`src/rtl/mii_phy_pkg.sv`:
```
package mii_phy_pkg;
    localparam int DATA_W = 16;

    // Register indices whose position software decodes
    localparam logic [4:0] IDX_CTRL  = 5'd0;
    localparam logic [4:0] IDX_STAT  = 5'd1;
    localparam logic [4:0] IDX_ID_HI = 5'd2;
    localparam logic [4:0] IDX_ID_LO = 5'd3;
    localparam logic [4:0] IDX_ADV   = 5'd4;
    localparam logic [4:0] IDX_LPA   = 5'd5;

    localparam int CTRL_SWRST_BIT = 15;
    localparam int STAT_LINK_BIT  = 2;

    localparam logic [DATA_W-1:0] CTRL_DEFAULT = 16'h3100;
    localparam logic [DATA_W-1:0] STAT_BASE    = 16'h7848;
    localparam logic [DATA_W-1:0] ADV_DEFAULT  = 16'h01E1;
    localparam logic [DATA_W-1:0] LPA_DOWN     = 16'h0080;
    localparam logic [DATA_W-1:0] LPA_UP_BITS  = 16'h0161;
    localparam logic [DATA_W-1:0] FOREIGN_READ = 16'hFFFF;

    typedef struct packed {
        logic [DATA_W-1:0] ctrl;
        logic [DATA_W-1:0] adv;
        logic              link;
    } phy_state_t;

    typedef struct packed {
        logic [DATA_W-1:0] data;
        logic              valid;
    } rd_state_t;
endpackage

```
`src/rtl/mii_phy_match.sv`:
```
module mii_phy_match #(
    parameter int ADDR_W = 5
) (
    input  logic              req,
    input  logic [ADDR_W-1:0] addr,
    input  logic [ADDR_W-1:0] own,
    output logic              hit,
    output logic              miss
);
    always_comb begin
        hit  = req && (addr == own);
        miss = req && (addr != own);
    end
endmodule

```
`src/rtl/mii_phy_regfile.sv`:
```
module mii_phy_regfile
    import mii_phy_pkg::*;
#(
    parameter int IDX_W = 5
) (
    input  logic              clk,
    input  logic              rst_n,
    input  logic              link_up,
    input  logic              wr_hit,
    input  logic [IDX_W-1:0]  wr_idx,
    input  logic [DATA_W-1:0] wr_data,
    output logic [DATA_W-1:0] ctrl,
    output logic [DATA_W-1:0] stat,
    output logic [DATA_W-1:0] adv,
    output logic [DATA_W-1:0] lpa
);
    phy_state_t st_d, st_q;

    always_comb begin
        st_d      = st_q;
        st_d.link = link_up;
        if (wr_hit) begin
            if (wr_idx == IDX_W'(IDX_CTRL)) begin
                if (wr_data[CTRL_SWRST_BIT]) begin
                    st_d.ctrl = CTRL_DEFAULT;
                    st_d.adv  = ADV_DEFAULT;
                end else begin
                    st_d.ctrl = wr_data;
                end
            end else if (wr_idx == IDX_W'(IDX_ADV)) begin
                st_d.adv = wr_data;
            end
        end
    end

    always_ff @(posedge clk) begin
        if (!rst_n) begin
            st_q.ctrl <= CTRL_DEFAULT;
            st_q.adv  <= ADV_DEFAULT;
            st_q.link <= 1'b0;
        end else begin
            st_q <= st_d;
        end
    end

    always_comb begin
        ctrl = st_q.ctrl;
        adv  = st_q.adv;
        stat = STAT_BASE;
        stat[STAT_LINK_BIT] = st_q.link;
        lpa  = st_q.link ? (LPA_DOWN | LPA_UP_BITS) : LPA_DOWN;
    end
endmodule

```
`src/rtl/mii_phy_rdport.sv`:
```
module mii_phy_rdport
    import mii_phy_pkg::*;
#(
    parameter int                IDX_W = 5,
    parameter logic [DATA_W-1:0] ID_HI = 16'h0000,
    parameter logic [DATA_W-1:0] ID_LO = 16'h8201
) (
    input  logic              clk,
    input  logic              rst_n,
    input  logic              rd_en,
    input  logic              rd_hit,
    input  logic [IDX_W-1:0]  rd_idx,
    input  logic [DATA_W-1:0] ctrl,
    input  logic [DATA_W-1:0] stat,
    input  logic [DATA_W-1:0] adv,
    input  logic [DATA_W-1:0] lpa,
    output logic [DATA_W-1:0] rd_data,
    output logic              rd_valid
);
    rd_state_t         rs_d, rs_q;
    logic [DATA_W-1:0] sel;

    always_comb begin
        sel = '0;
        if      (rd_idx == IDX_W'(IDX_CTRL))  sel = ctrl;
        else if (rd_idx == IDX_W'(IDX_STAT))  sel = stat;
        else if (rd_idx == IDX_W'(IDX_ID_HI)) sel = ID_HI;
        else if (rd_idx == IDX_W'(IDX_ID_LO)) sel = ID_LO;
        else if (rd_idx == IDX_W'(IDX_ADV))   sel = adv;
        else if (rd_idx == IDX_W'(IDX_LPA))   sel = lpa;
    end

    always_comb begin
        rs_d       = rs_q;
        rs_d.valid = rd_en;
        if (rd_en) rs_d.data = rd_hit ? sel : FOREIGN_READ;
    end

    always_ff @(posedge clk) begin
        if (!rst_n) rs_q <= '0;
        else        rs_q <= rs_d;
    end

    assign rd_data  = rs_q.data;
    assign rd_valid = rs_q.valid;
endmodule

```
`src/rtl/mii_phy_regs.sv`:
```
module mii_phy_regs
    import mii_phy_pkg::*;
#(
    parameter int                PHY_ADDR_W = 5,
    parameter int                REG_IDX_W  = 5,
    parameter logic [DATA_W-1:0] ID_HI      = 16'h0000,
    parameter logic [DATA_W-1:0] ID_LO      = 16'h8201
) (
    input  logic                  clk,
    input  logic                  rst_n,
    input  logic [PHY_ADDR_W-1:0] strap_addr,
    input  logic                  link_up,
    input  logic                  wr_en,
    input  logic [PHY_ADDR_W-1:0] wr_phy,
    input  logic [REG_IDX_W-1:0]  wr_reg,
    input  logic [DATA_W-1:0]     wr_data,
    input  logic                  rd_en,
    input  logic [PHY_ADDR_W-1:0] rd_phy,
    input  logic [REG_IDX_W-1:0]  rd_reg,
    output logic [DATA_W-1:0]     rd_data,
    output logic                  rd_valid
);
    logic wr_hit, wr_miss, rd_hit, rd_miss;
    logic [DATA_W-1:0] ctrl_w, stat_w, adv_w, lpa_w;

    mii_phy_match #(.ADDR_W(PHY_ADDR_W)) u_wr_match (
        .req(wr_en), .addr(wr_phy), .own(strap_addr), .hit(wr_hit), .miss(wr_miss)
    );

    mii_phy_match #(.ADDR_W(PHY_ADDR_W)) u_rd_match (
        .req(1'b1), .addr(rd_phy), .own(strap_addr), .hit(rd_hit), .miss(rd_miss)
    );

    mii_phy_regfile #(.IDX_W(REG_IDX_W)) u_regs (
        .clk(clk), .rst_n(rst_n), .link_up(link_up),
        .wr_hit(wr_hit), .wr_idx(wr_reg), .wr_data(wr_data),
        .ctrl(ctrl_w), .stat(stat_w), .adv(adv_w), .lpa(lpa_w)
    );

    mii_phy_rdport #(.IDX_W(REG_IDX_W), .ID_HI(ID_HI), .ID_LO(ID_LO)) u_rd (
        .clk(clk), .rst_n(rst_n), .rd_en(rd_en), .rd_hit(rd_hit), .rd_idx(rd_reg),
        .ctrl(ctrl_w), .stat(stat_w), .adv(adv_w), .lpa(lpa_w),
        .rd_data(rd_data), .rd_valid(rd_valid)
    );

    // Miss flags are used by the bound checker only
    logic miss_any;
    assign miss_any = wr_miss | rd_miss;
endmodule

```
`config.mk`:
```
export PLATFORM = sky130hd
export DESIGN_NAME = mii_phy_regs
export DESIGN_NICKNAME = d
export VERILOG_FILES = /design/src/rtl/mii_phy_pkg.sv /design/src/rtl/mii_phy_match.sv /design/src/rtl/mii_phy_regfile.sv /design/src/rtl/mii_phy_rdport.sv /design/src/rtl/mii_phy_regs.sv
export SDC_FILE = /design/constraint.sdc
export NUM_CORES = 1
export LEC_CHECK = 0
export CAP_MARGIN = 20
export CORE_ASPECT_RATIO = 0.5
export CORE_UTILIZATION = 55
export CTS_CLUSTER_DIAMETER = 30
export DETAILED_ROUTE_END_ITERATION = 10
export DONT_BUFFER_PORTS = 1
export GPL_ROUTABILITY_DRIVEN = 0
export PLACE_DENSITY = 0.69
export REMOVE_ABC_BUFFERS = 1
export SLEW_MARGIN = 20
export SYNTH_ARGS = -nofsm -noshare
export SYNTH_HDL_FRONTEND = slang
export SYNTH_SLANG_ARGS = --single-unit
```
`constraint.sdc`:
```
create_clock -name clk -period 3.3 [get_ports clk]
set_input_delay 0.825 -clock clk [delete_from_list [all_inputs] [get_ports clk]]
set_output_delay 0.825 -clock clk [all_outputs]
set_load 0.02 [all_outputs]
```
# Word level (Yosys, flattened, before mapping)
# Cells that the tools add are included.
# word_totals
register_bits,50
in_bits,46
out_inout_bits,17
elab_cells,32
# classes
eq_ne,9
muxes,12
reduce_logical,6
# ops
op,count
16-bit 2-to-1 mux,9
9-bit 2-to-1 mux,2
"5-bit by 3-bit == test with 1-bit output, second input constant",3
15-bit 2-to-1 mux,1
"5-bit by 2-bit == test with 1-bit output, second input constant",2
5-bit == test,2
5-bit logical NOT,2
"5-bit by 1-bit == test with 1-bit output, second input constant",1
3-bit AND reduction,1
"2-bit != test, second input constant",1
2-bit AND reduction,1
2-bit nonzero test,1
1-bit logical AND,1

# Logic depth before layout (Yosys ltp)
# Gate-level depths: netlist of the first run.
# logic_depth
depth_word,8
mapped_depth,6
ltp_nobuf,4

# By module
# From an unflattened synthesis of the first run, not the netlist that was laid out.
# hier_totals
cells_unflattened,301
area_unflattened_um2,2931.6
# by_module_without_submodules
mod,instances,cells_per_inst,area_each_um2,seq_area_each_um2
mii_phy_regfile,1,173,1586.5,640.6
mii_phy_rdport,1,109,1196.1,340.3
mii_phy_match,2,9,72.6,0.0
mii_phy_regs,1,1,3.8,0.0

# Worst setup path before layout of the first run
# No wires, ideal clock.
# synth_path
path_type,input to register
from,input wr_reg[4]
to,register u_regs.adv[0] (netlist name)
setup_ns,0.072
t_arrival_ns,2.044
required_time_ns,3.228
slack_ns,1.185
cell_stages,5
cell_sequence,nor4_4 -> nand4_2 -> nor3_4 -> buf_8 -> mux2i_1
# synth_between
elab_chain_len,3
# synth_rtl
item,line_no,text
start: declaration,mii_phy_regs.sv:15,"input logic [REG_IDX_W-1:0] wr_reg,"
5-bit by 3-bit == test with 1-bit output / 5-bit logical NOT (equally long branches),"mii_phy_regfile.sv:30, mii_phy_regfile.sv:23",
2-bit nonzero test (no line) / 2-bit != test (equally long branches),--,
3-bit AND reduction (no line),--,
# Parallel ways exist; a longest one is shown, timed or not.
# A chain may end at the register's enable or synchronous reset.

# Final worst setup path of the first run
# layout_path
from,input wr_reg[4]
to,register u_regs.adv[0] (netlist name)
# layout_between
elab_chain_len,3
# layout_rtl
item,line_no
5-bit by 3-bit == test with 1-bit output / 5-bit logical NOT (equally long branches),"mii_phy_regfile.sv:30, mii_phy_regfile.sv:23"
2-bit nonzero test (no line) / 2-bit != test (equally long branches),--
3-bit AND reduction (no line),--
# Parallel ways exist; a longest one is shown, timed or not.

==> flow_summary.json, run 1 <==
{
  "relSlewSlack_pct": 51.24,
  "worstSetupPathType": "input pin to register",
  "final_antenna_net_count": 0,
  "startpoint_type": "input pin",
  "p_leak_nw": 0.8286,
  "yosysTopAreaCellShare_pct": 40.75,
  "floorplan.initialDensity_pct": 59.53,
  "fin_skew_ns": 0.003731,
  "ctsResizeCount": 0,
  "path_max_fanout": 13,
  "synth_largest_area_cell": "dfxtp_1",
  "avgSynthCellArea_um2": 8.537,
  "synth_seq_cells": 49,
  "hp-class": "register to register",
  "highest_layer": "met4",
  "vias": 2036,
  "cts_made_buffers": 5,
  "first_pass_iters": 4,
  "endpoint_kind": "register",
  "rsz0062_at_grt": "no",
  "areaGrowthSynthToFinish_pct": 3.222,
  "final_layout_size_suffix_gt1_share_pct": 8.889,
  "dr.first_iter.drc_count": 92,
  "dr_wl_met3_um": 605,
  "final.setup.tns_ns": 0,
  "required_ns": 3.53,
  "ys_types": 33,
  "cts_tree": "done",
  "detailed_place_hpwl_um": 4048,
  "cts_root_buffer": "clkbuf_8",
  "r2r_slack_ns": 2.30,
  "boundaryPins": 63,
  "final_core_util_pct": 61.45,
  "clock_latency_ns": 0.30,
  "hold_buffers": 0,
  "grt_usage_pct": 27.26,
  "maxSlewViolCount": 0,
  "final_common_cell": "dfxtp_1",
  "clock_path_buffers": 2,
  "synthArstFlopShare_pct": 0,
  "path_clk_slew_ns": 0.08,
  "wire_per_inst_um": 18.62,
  "powerDensity_nw_per_um2": 422.8,
  "period_needed_ns": 2.168,
  "num_rows": 16,
  "grt_pass1_wl_um": 9611,
  "yosysWarningCount": 0,
  "tightestPinTransition_ns": 0.7314,
  "met1_length_um": 2937,
  "dr_wl_met2_um": 2446,
  "ys.flop_type": "dfxtp_1",
  "drv_cap": 0,
  "grt_overflow_total": 0,
  "ys_seq_area_share_pct": 40.75,
  "die_w_um": 95.56,
  "cts_setup_buffers": 0,
  "syn_inst": 282,
  "chipHeight_um": 48.78,
  "fin_nets": 317,
  "grt_pass1_vias": 1953,
  "worstPathArrival_ns": 2.40,
  "synthTopCellsByArea": "dfxtp_1, mux2i_1, nand2_1, o21ai_0, mux2_2",
  "antenna_cells": 0,
  "grt_max_degree": 34,
  "finalHoldViolCount": 0,
  "die-area_um2": 4661,
  "cts_sinks": 49,
  "viasPerCell": 6.284,
  "antenna_found_initial": 0,
  "h-tree-depth": 2,
  "status": "complete, no violations",
  "drcViolationCount": 0,
  "fin_crit_sh_pct": 65.69,
  "irDropWorstVdd_v": 0.0001842,
  "netlist_area_um2": 2407,
  "io_buffer_count": 0,
  "wl_um": 6033,
  "setup_viol": 0,
  "fmax_mhz": 461.3,
  "layout_common_cells": "dfxtp_1, nand2_1, o21ai_0, a21oi_1, mux2i_1",
  "core_region_area_um2": 4044,
  "synth_edf_count": 0
}
-- logic make-up after synthesis --
logic type	after synthesis	share of synthesized area (%)
and+or+nand+nor	99	21.88
DFF	49	40.75
xor gates and xnor gates	10	3.638
buffers and inverters	25	4.521
AOI/OAI and AO/OA	71	17.05
muxes	28	12.16
-- Yosys cell counts (all sizes together) (2+ instances only) --
cell / count
nor2: 16
nor4: 3
nor2b: 13
nand3: 4
dfxtp: 49
nand4: 15
nand2: 36
and2: 2
o31ai: 12
o21ai: 24
mux2i: 18
xor2: 4
and3: 2
mux2: 10
a21oi: 19
nor3: 2
and4: 4
buf: 5
a31oi: 13
clkbuf: 18
xnor2: 6
-- registers in the layout, indices dropped and copies added (netlist names) --
signal and flops:
u_regs.stat 1, u_rd.rd_data 16, u_regs.adv 16, u_rd.rd_valid 1, u_regs.ctrl 15
-- critical path: stages --
cell and delay [ns]:
nor4_4 0.33, nand4_2 0.13, buf_4 0.20, nor3_4 0.39, buf_4 0.30, mux2i_1 0.20
-- metal layers --
layer	GRT usage [%]	vias to the layer above
li1	-	986
met1	40.65	953
met2	38.45	90
met3	7.944	7
met4	6.716	0
met5	0	-
-- final timing paths --
path                      start         endpoint  cells past startpoint
setup / recovery      wr_reg[4]    u_regs.adv[0]                      6
hold / removal    u_regs.adv[9]    u_regs.adv[9]                      2
setup reg to reg  u_regs.adv[0]  u_rd.rd_data[0]                      4
hold reg to reg   u_regs.adv[9]    u_regs.adv[9]                      2
-- stage by stage --
stage               setup slack [ns]  hold slack [ns]  instance area (um^2)  cells  power (mW)
floorplan                     0.8727           0.4313                  2306    259      0.7114
global placement              0.8782           0.4389                  2411    318      0.7323
finish                         1.132           0.4571                  2485    324       1.051
detailed placement            0.8291           0.4487                  2411    318      0.7341
CTS                            1.134           0.4605                  2485    324       1.055
global route                   1.011           0.4879                  2485    324       1.092
-- area by class of cell --
cell class	count	area [um^2]
clock inverter	1	5.005
clock buffer	5	68.82
inverter	2	7.507
sequential	49	980.9
fill	364	1559
multi-input combinational	208	1318
tap	54	67.56
timing repair buffer	5	37.54
-- report_power, final --
part | switching, mW | internal, mW
logic | 0.0487 | 0.0354
registers | 0.0289 | 0.608
clock network | 0.190 | 0.140
total | 0.268 | 0.783
(Power assumes the default switching activity.)
==> run 2: changes to the inputs <==
Settings changed: PLACE_DENSITY 0.69 to 0.72.
Clock period 3.3 ns to 1.8 ns, I/O delays scaled along.
==> run 2 against run 1 <==
Effect of this change: worst hold slack got worse by 0.23 ns; largest cell class unchanged; die area unchanged; non-clock buffer count is 5 higher; setup slack worse by 0.73 ns; first-iteration DRC count rose by 87%; count of clock-buffer cells in the layout is 1 higher; critical endpoint is now u_regs.ctrl[3].
==> flow_summary.json, run 2 (synthesis results as in run 1) <==
{
  "place_area_um2": 2474,
  "h-tree-depth": 2,
  "final_layout_size_suffix_gt1_share_pct": 11.19,
  "final_antenna_net_count": 0,
  "cp.depth": 5,
  "crit_family": "simple AND/OR/NAND/NOR gates",
  "hold_buffers": 0,
  "io_buffer_count": 0,
  "r2r-end": "u_rd.rd_data[6]",
  "clock_latency_ns": 0.31,
  "startpoint_type": "input pin",
  "vias": 2099,
  "final_cells": 331,
  "whs_path_depth": 1,
  "powerDensity_nw_per_um2": 832.7,
  "final.setup.tns_ns": 0,
  "whs_ns": 0.2227,
  "worstSetupPathType": "input pin to register",
  "path_max_fanout": 12,
  "final_area_um2": 2594,
  "wire_per_inst_um": 17.84,
  "final_core_util_pct": 64.14,
  "finalHoldViolCount": 0,
  "cts_tree": "done",
  "areaGrowthSynthToFinish_pct": 7.744,
  "ctsResizeCount": 0,
  "grt_usage_pct": 26.72,
  "setup_viol": 0,
  "viasPerCell": 6.341,
  "core_region_area_um2": 4044,
  "die_w_um": 95.56,
  "antenna_cells": 0,
  "r2r-start": "u_regs.adv[6]",
  "fmax_mhz": 716.3,
  "grt_pass1_wl_um": 9301,
  "critPathLaunch": "wr_reg[4]",
  "endpoint": "u_regs.ctrl[3]",
  "period_needed_ns": 1.396,
  "worstPathArrival_ns": 1.58,
  "maxSlewViolCount": 0,
  "die-area_um2": 4661,
  "rsz0062_at_grt": "no",
  "endpoint_kind": "register",
  "grt_overflow_total": 0,
  "cts_made_buffers": 5,
  "path_clk_slew_ns": 0.09,
  "drv_cap": 0,
  "crit_buf_inv": 1,
  "rr_worst_depth": 4,
  "boundaryPins": 63,
  "cpMaxStageDelayCell": "nor4_4",
  "layout_setup_ws_ns": 0.4039,
  "cp_slowest_stage_delay_ns": 0.34,
  "detailed_place_hpwl_um": 3992,
  "layout_common_cells": "dfxtp_1, nand2_1, o21ai_0, a21oi_1, mux2i_1",
  "tightestPinTransition_ns": 1.023,
  "r2r_slack_ns": 0.81,
  "fin_nets": 322,
  "dr.first_iter.drc_count": 172,
  "final_common_cell": "dfxtp_1",
  "fin_crit_sh_pct": 77.56,
  "first_pass_iters": 5,
  "chipHeight_um": 48.78,
  "p_leak_nw": 0.8778,
  "path_cells": "nor4_4, nand4_2, buf_4, o31ai_1, a21oi_1",
  "cts_sinks": 49,
  "power.total_mw": 2.160,
  "drcViolationCount": 0,
  "relSlewSlack_pct": 31.83,
  "post-place-ws_ns": 0.1273,
  "grt_pass1_vias": 1922,
  "cts_setup_buffers": 0,
  "status": "complete, no violations",
  "grt_max_degree": 34,
  "num_rows": 16,
  "place_inst": 323,
  "floorplan.initialDensity_pct": 59.53,
  "cts_root_buffer": "clkbuf_8",
  "irDropWorstVdd_v": 0.0003459,
  "wl_um": 5906,
  "hp-class": "input pin to register",
  "required_ns": 1.98,
  "clock_path_buffers": 2,
  "fin_skew_ns": 0.005531,
  "antenna_found_initial": 0
}
run 2: cell count changes in the layout (fill, tap and decap cells not counted):
cell        previous run  this run
clkbuf_8               5         6
clkinvlp_4             0         1
buf_4                  5         8
clkinv_2               1         0
bufinv_16              0         1
buf_12                 0         2
run 2: worst min-delay path by stage:
stage                    from              end  slack (ns)
2_1_floorplan  u_regs.adv[10]   u_regs.adv[10]        0.43
3_3_place_gp    u_regs.adv[1]    u_regs.adv[1]        0.44
3_5_place_dp    u_regs.adv[9]    u_regs.adv[9]        0.44
4_1_cts                 rst_n  u_regs.ctrl[12]        0.22
5_1_grt                 rst_n   u_regs.ctrl[8]        0.23
6_report                rst_n   u_regs.ctrl[8]        0.22
run 2: cell type report:
cell class              count  area [um^2]
fillers                   348         1450
multi-input cells         208         1318
flip-flops and latches     49        980.9
repair buffers             10        100.1
clock buffers               6        82.58
well taps                  54        67.56
clock inverters             2        37.54
inverters                   2        7.507
run 2: worst reg2reg max path: stages, from the launching register on:
cell,delay (ns)
dfxtp_1,0.32
mux2i_1,0.25
o21ai_0,0.14
nand2_1,0.08
a31oi_1,0.07
run 2: report_power, final:
| part | total [mW] | internal, mW | switching (mW) |
|---|---|---|---|
| clock | 0.835 | 0.452 | 0.383 |
| sequential | 1.17 | 1.11 | 0.0538 |
| combinational | 0.157 | 0.0707 | 0.0864 |
run 2: metal layers:
metal  vias to the layer above  GRT usage [%]  share of wire [%]
met4                         0          8.209                1.7
met3                        14          8.411                9.8
li1                        998              -                  -
met5                         -              0                  0
met1                       976          38.48                 47
met2                       111          38.10                 42
==> run 3: changes to the inputs <==
Settings changed: ABC_AREA set to 1, PLACE_DENSITY 0.72 to 0.69.
Clock period 1.8 ns to 1.4 ns, I/O delays scaled along.
==> run 3 against run 2 <==
Effect of this change: sequential power up 29%; area after synthesis up 14%; register-to-register slack worse by 0.46 ns; first-iteration DRC count down 63%; synthesized cell count up 57%; worst hold slack worse by 0.085 ns; clock skew down 0.00062 ns; largest cell class unchanged; largest power group unchanged.
==> flow_summary.json, run 3 <==
{
  "status": "complete, no violations",
  "grt_pass1_wl_um": 10310,
  "fin_nets": 495,
  "yosys.area_share.simple_pct": 48.83,
  "netlist_area_um2": 2734,
  "wl_um": 6160,
  "syn_inst": 442,
  "path_clk_slew_ns": 0.09,
  "hp-class": "input pin to register",
  "antenna_found_initial": 0,
  "boundaryPins": 63,
  "fmax_mhz": 892.1,
  "p_leak_nw": 1.576,
  "grt-busiest-layer": "met2",
  "rsz0062_at_grt": "no",
  "io_buffer_count": 0,
  "detailed_place_hpwl_um": 4702,
  "final_layout_size_suffix_gt1_share_pct": 12.00,
  "grtUsageMet1_pct": 32.97,
  "path_max_fanout": 2,
  "layout_setup_ws_ns": 0.2790,
  "cts_root_buffer": "clkbuf_8",
  "first_pass_iters": 5,
  "cp.depth": 0,
  "synthXorXnorAreaFrac_pct": 0.3204,
  "synth_top_family_by_area": "simple AND/OR/NAND/NOR gates",
  "core_region_area_um2": 4573,
  "vias": 2583,
  "synth_most_common_cell": "nand2_1",
  "cts_tree": "done",
  "fin_skew_ns": 0.004916,
  "setup_viol": 0,
  "dr.first_iter.drc_count": 64,
  "ctsResizeCount": 0,
  "hold_buffers": 0,
  "grt_max_degree": 42,
  "required_ns": 1.05,
  "drv_cap": 0,
  "final.setup.tns_ns": 0,
  "synth_fa_ha_area_share_pct": 0,
  "final_antenna_net_count": 0,
  "clock_path_buffers": 2,
  "clock_latency_ns": 0.30,
  "cts_setup_buffers": 0,
  "maxSlewViolCount": 0,
  "synth_seq_cells": 49,
  "post-place-ws_ns": -0.03003,
  "antenna_cells": 0,
  "grt_pass1_vias": 2304,
  "grt_overflow_total": 0,
  "final_common_cell": "nand2_1",
  "cts_made_buffers": 5,
  "cts_sinks": 49,
  "layout_common_cells": "nand2_1, nor2_1, inv_1, dfxtp_1, nand3_1",
  "avgSynthCellArea_um2": 6.185,
  "relSlewSlack_pct": 78.96,
  "ys_types": 27,
  "tightestPinTransition_ns": 0.3148,
  "synthArstFlopShare_pct": 0,
  "r2r-start": "u_regs.stat[2]",
  "areaGrowthSynthToFinish_pct": 8.696,
  "viasPerCell": 5.006,
  "ys_seq_area_share_pct": 35.88,
  "muxShareOfSynthArea_pct": 0,
  "met2_usage_pct": 44.03,
  "rr_worst_depth": 6,
  "critPathLaunch": "u_rd.rd_data[5]",
  "floorplan.initialDensity_pct": 59.78,
  "worstSetupPathType": "register to output port",
  "chipHeight_um": 51.86,
  "yosysTopAreaCellShare_pct": 35.88,
  "fin_crit_sh_pct": 80.07,
  "irDropWorstVdd_v": 0.0005324,
  "synth_compound_area_share_pct": 3.021,
  "yosysWarningCount": 0,
  "wire_per_inst_um": 11.94,
  "die_w_um": 101.7,
  "synthTopCellsByArea": "dfxtp_1, nand2_1, nor2_1, inv_1, nand3_1",
  "synth_edf_count": 0,
  "grt_usage_pct": 25.64,
  "h-tree-depth": 2,
  "drcViolationCount": 0,
  "period_needed_ns": 1.121,
  "fillerInstances": 450,
  "num_rows": 17,
  "die-area_um2": 5274,
  "powerDensity_nw_per_um2": 878.8,
  "min_from": "rst_n",
  "use_met3_pct": 5.914,
  "whs_path_depth": 1,
  "worstPathArrival_ns": 0.77,
  "multi_input_area_um2": 1426,
  "startpoint_type": "register",
  "synthTopCellsByCount": "nand2_1, nor2_1, inv_1",
  "seq_area_um2": 980.9,
  "synth_largest_area_cell": "dfxtp_1",
  "endpoint_kind": "output port",
  "finalHoldViolCount": 0,
  "ys.flop_type": "dfxtp_1"
}
==> run 3: cell count changes in the layout (fill, tap and decap cells not counted), sizes merged, moves of 18 or more <==
cell,previous run,this run
mux2i,18,0
nand2,36,156
inv,1,56
o21ai,24,4
nor2,16,98
nand3,4,33
==> run 3: path summary, 6_finish.rpt <==
path                     end  slack [ns]
max               rd_data[5]        0.28
min reg2reg    u_regs.adv[8]        0.48
max reg2reg  u_rd.rd_data[0]        0.35
min            u_regs.adv[5]        0.14
==> run 3: power by group <==
part           leakage [nW]  switching, mW  internal (mW)
Combinational          1.13          0.174          0.122
Clock                0.0450          0.458          0.347
Sequential            0.401         0.0746           1.44
Total                  1.58          0.707           1.90
==> run 3: through the flow <==
stage	instance area, um^2	util, %	hold slack, ns	power, mW	instances
floorplan	2629	-	0.4346	1.763	425
global placement	2889	63.17	0.4443	1.833	508
detailed placement	2889	63.17	0.4453	1.841	508
CTS	2972	64.98	0.1266	2.637	516
global route	2972	64.98	0.1218	2.731	516
finish	2972	64.98	0.1373	2.612	516
==> run 3: kinds of logic after synthesis <==
group,count (synthesis)
DFF,49
AOI/OAI and AO/OA,16
and+or+nand+nor,300
xor gates and xnor gates,1
buffers and inverters,76
==> run 3: final cells by class <==
type                            instances  share of cell area [%]
Clock buffer                            6                   2.442
Clock inverter                          2                  0.3368
Inverter                               59                   7.453
Multi-Input combinational cell        317                   48.00
Sequential cell                        49                   33.01
Tap cell                               66                   2.779
Timing Repair Buffer                   17                   5.979
==> run 3: metal layers <==
metal	vias to the layer above	share of wire, %
li1	1332	-
met1	1161	48
met2	84	45
met3	6	6.8
met4	0	0.75
met5	-	0
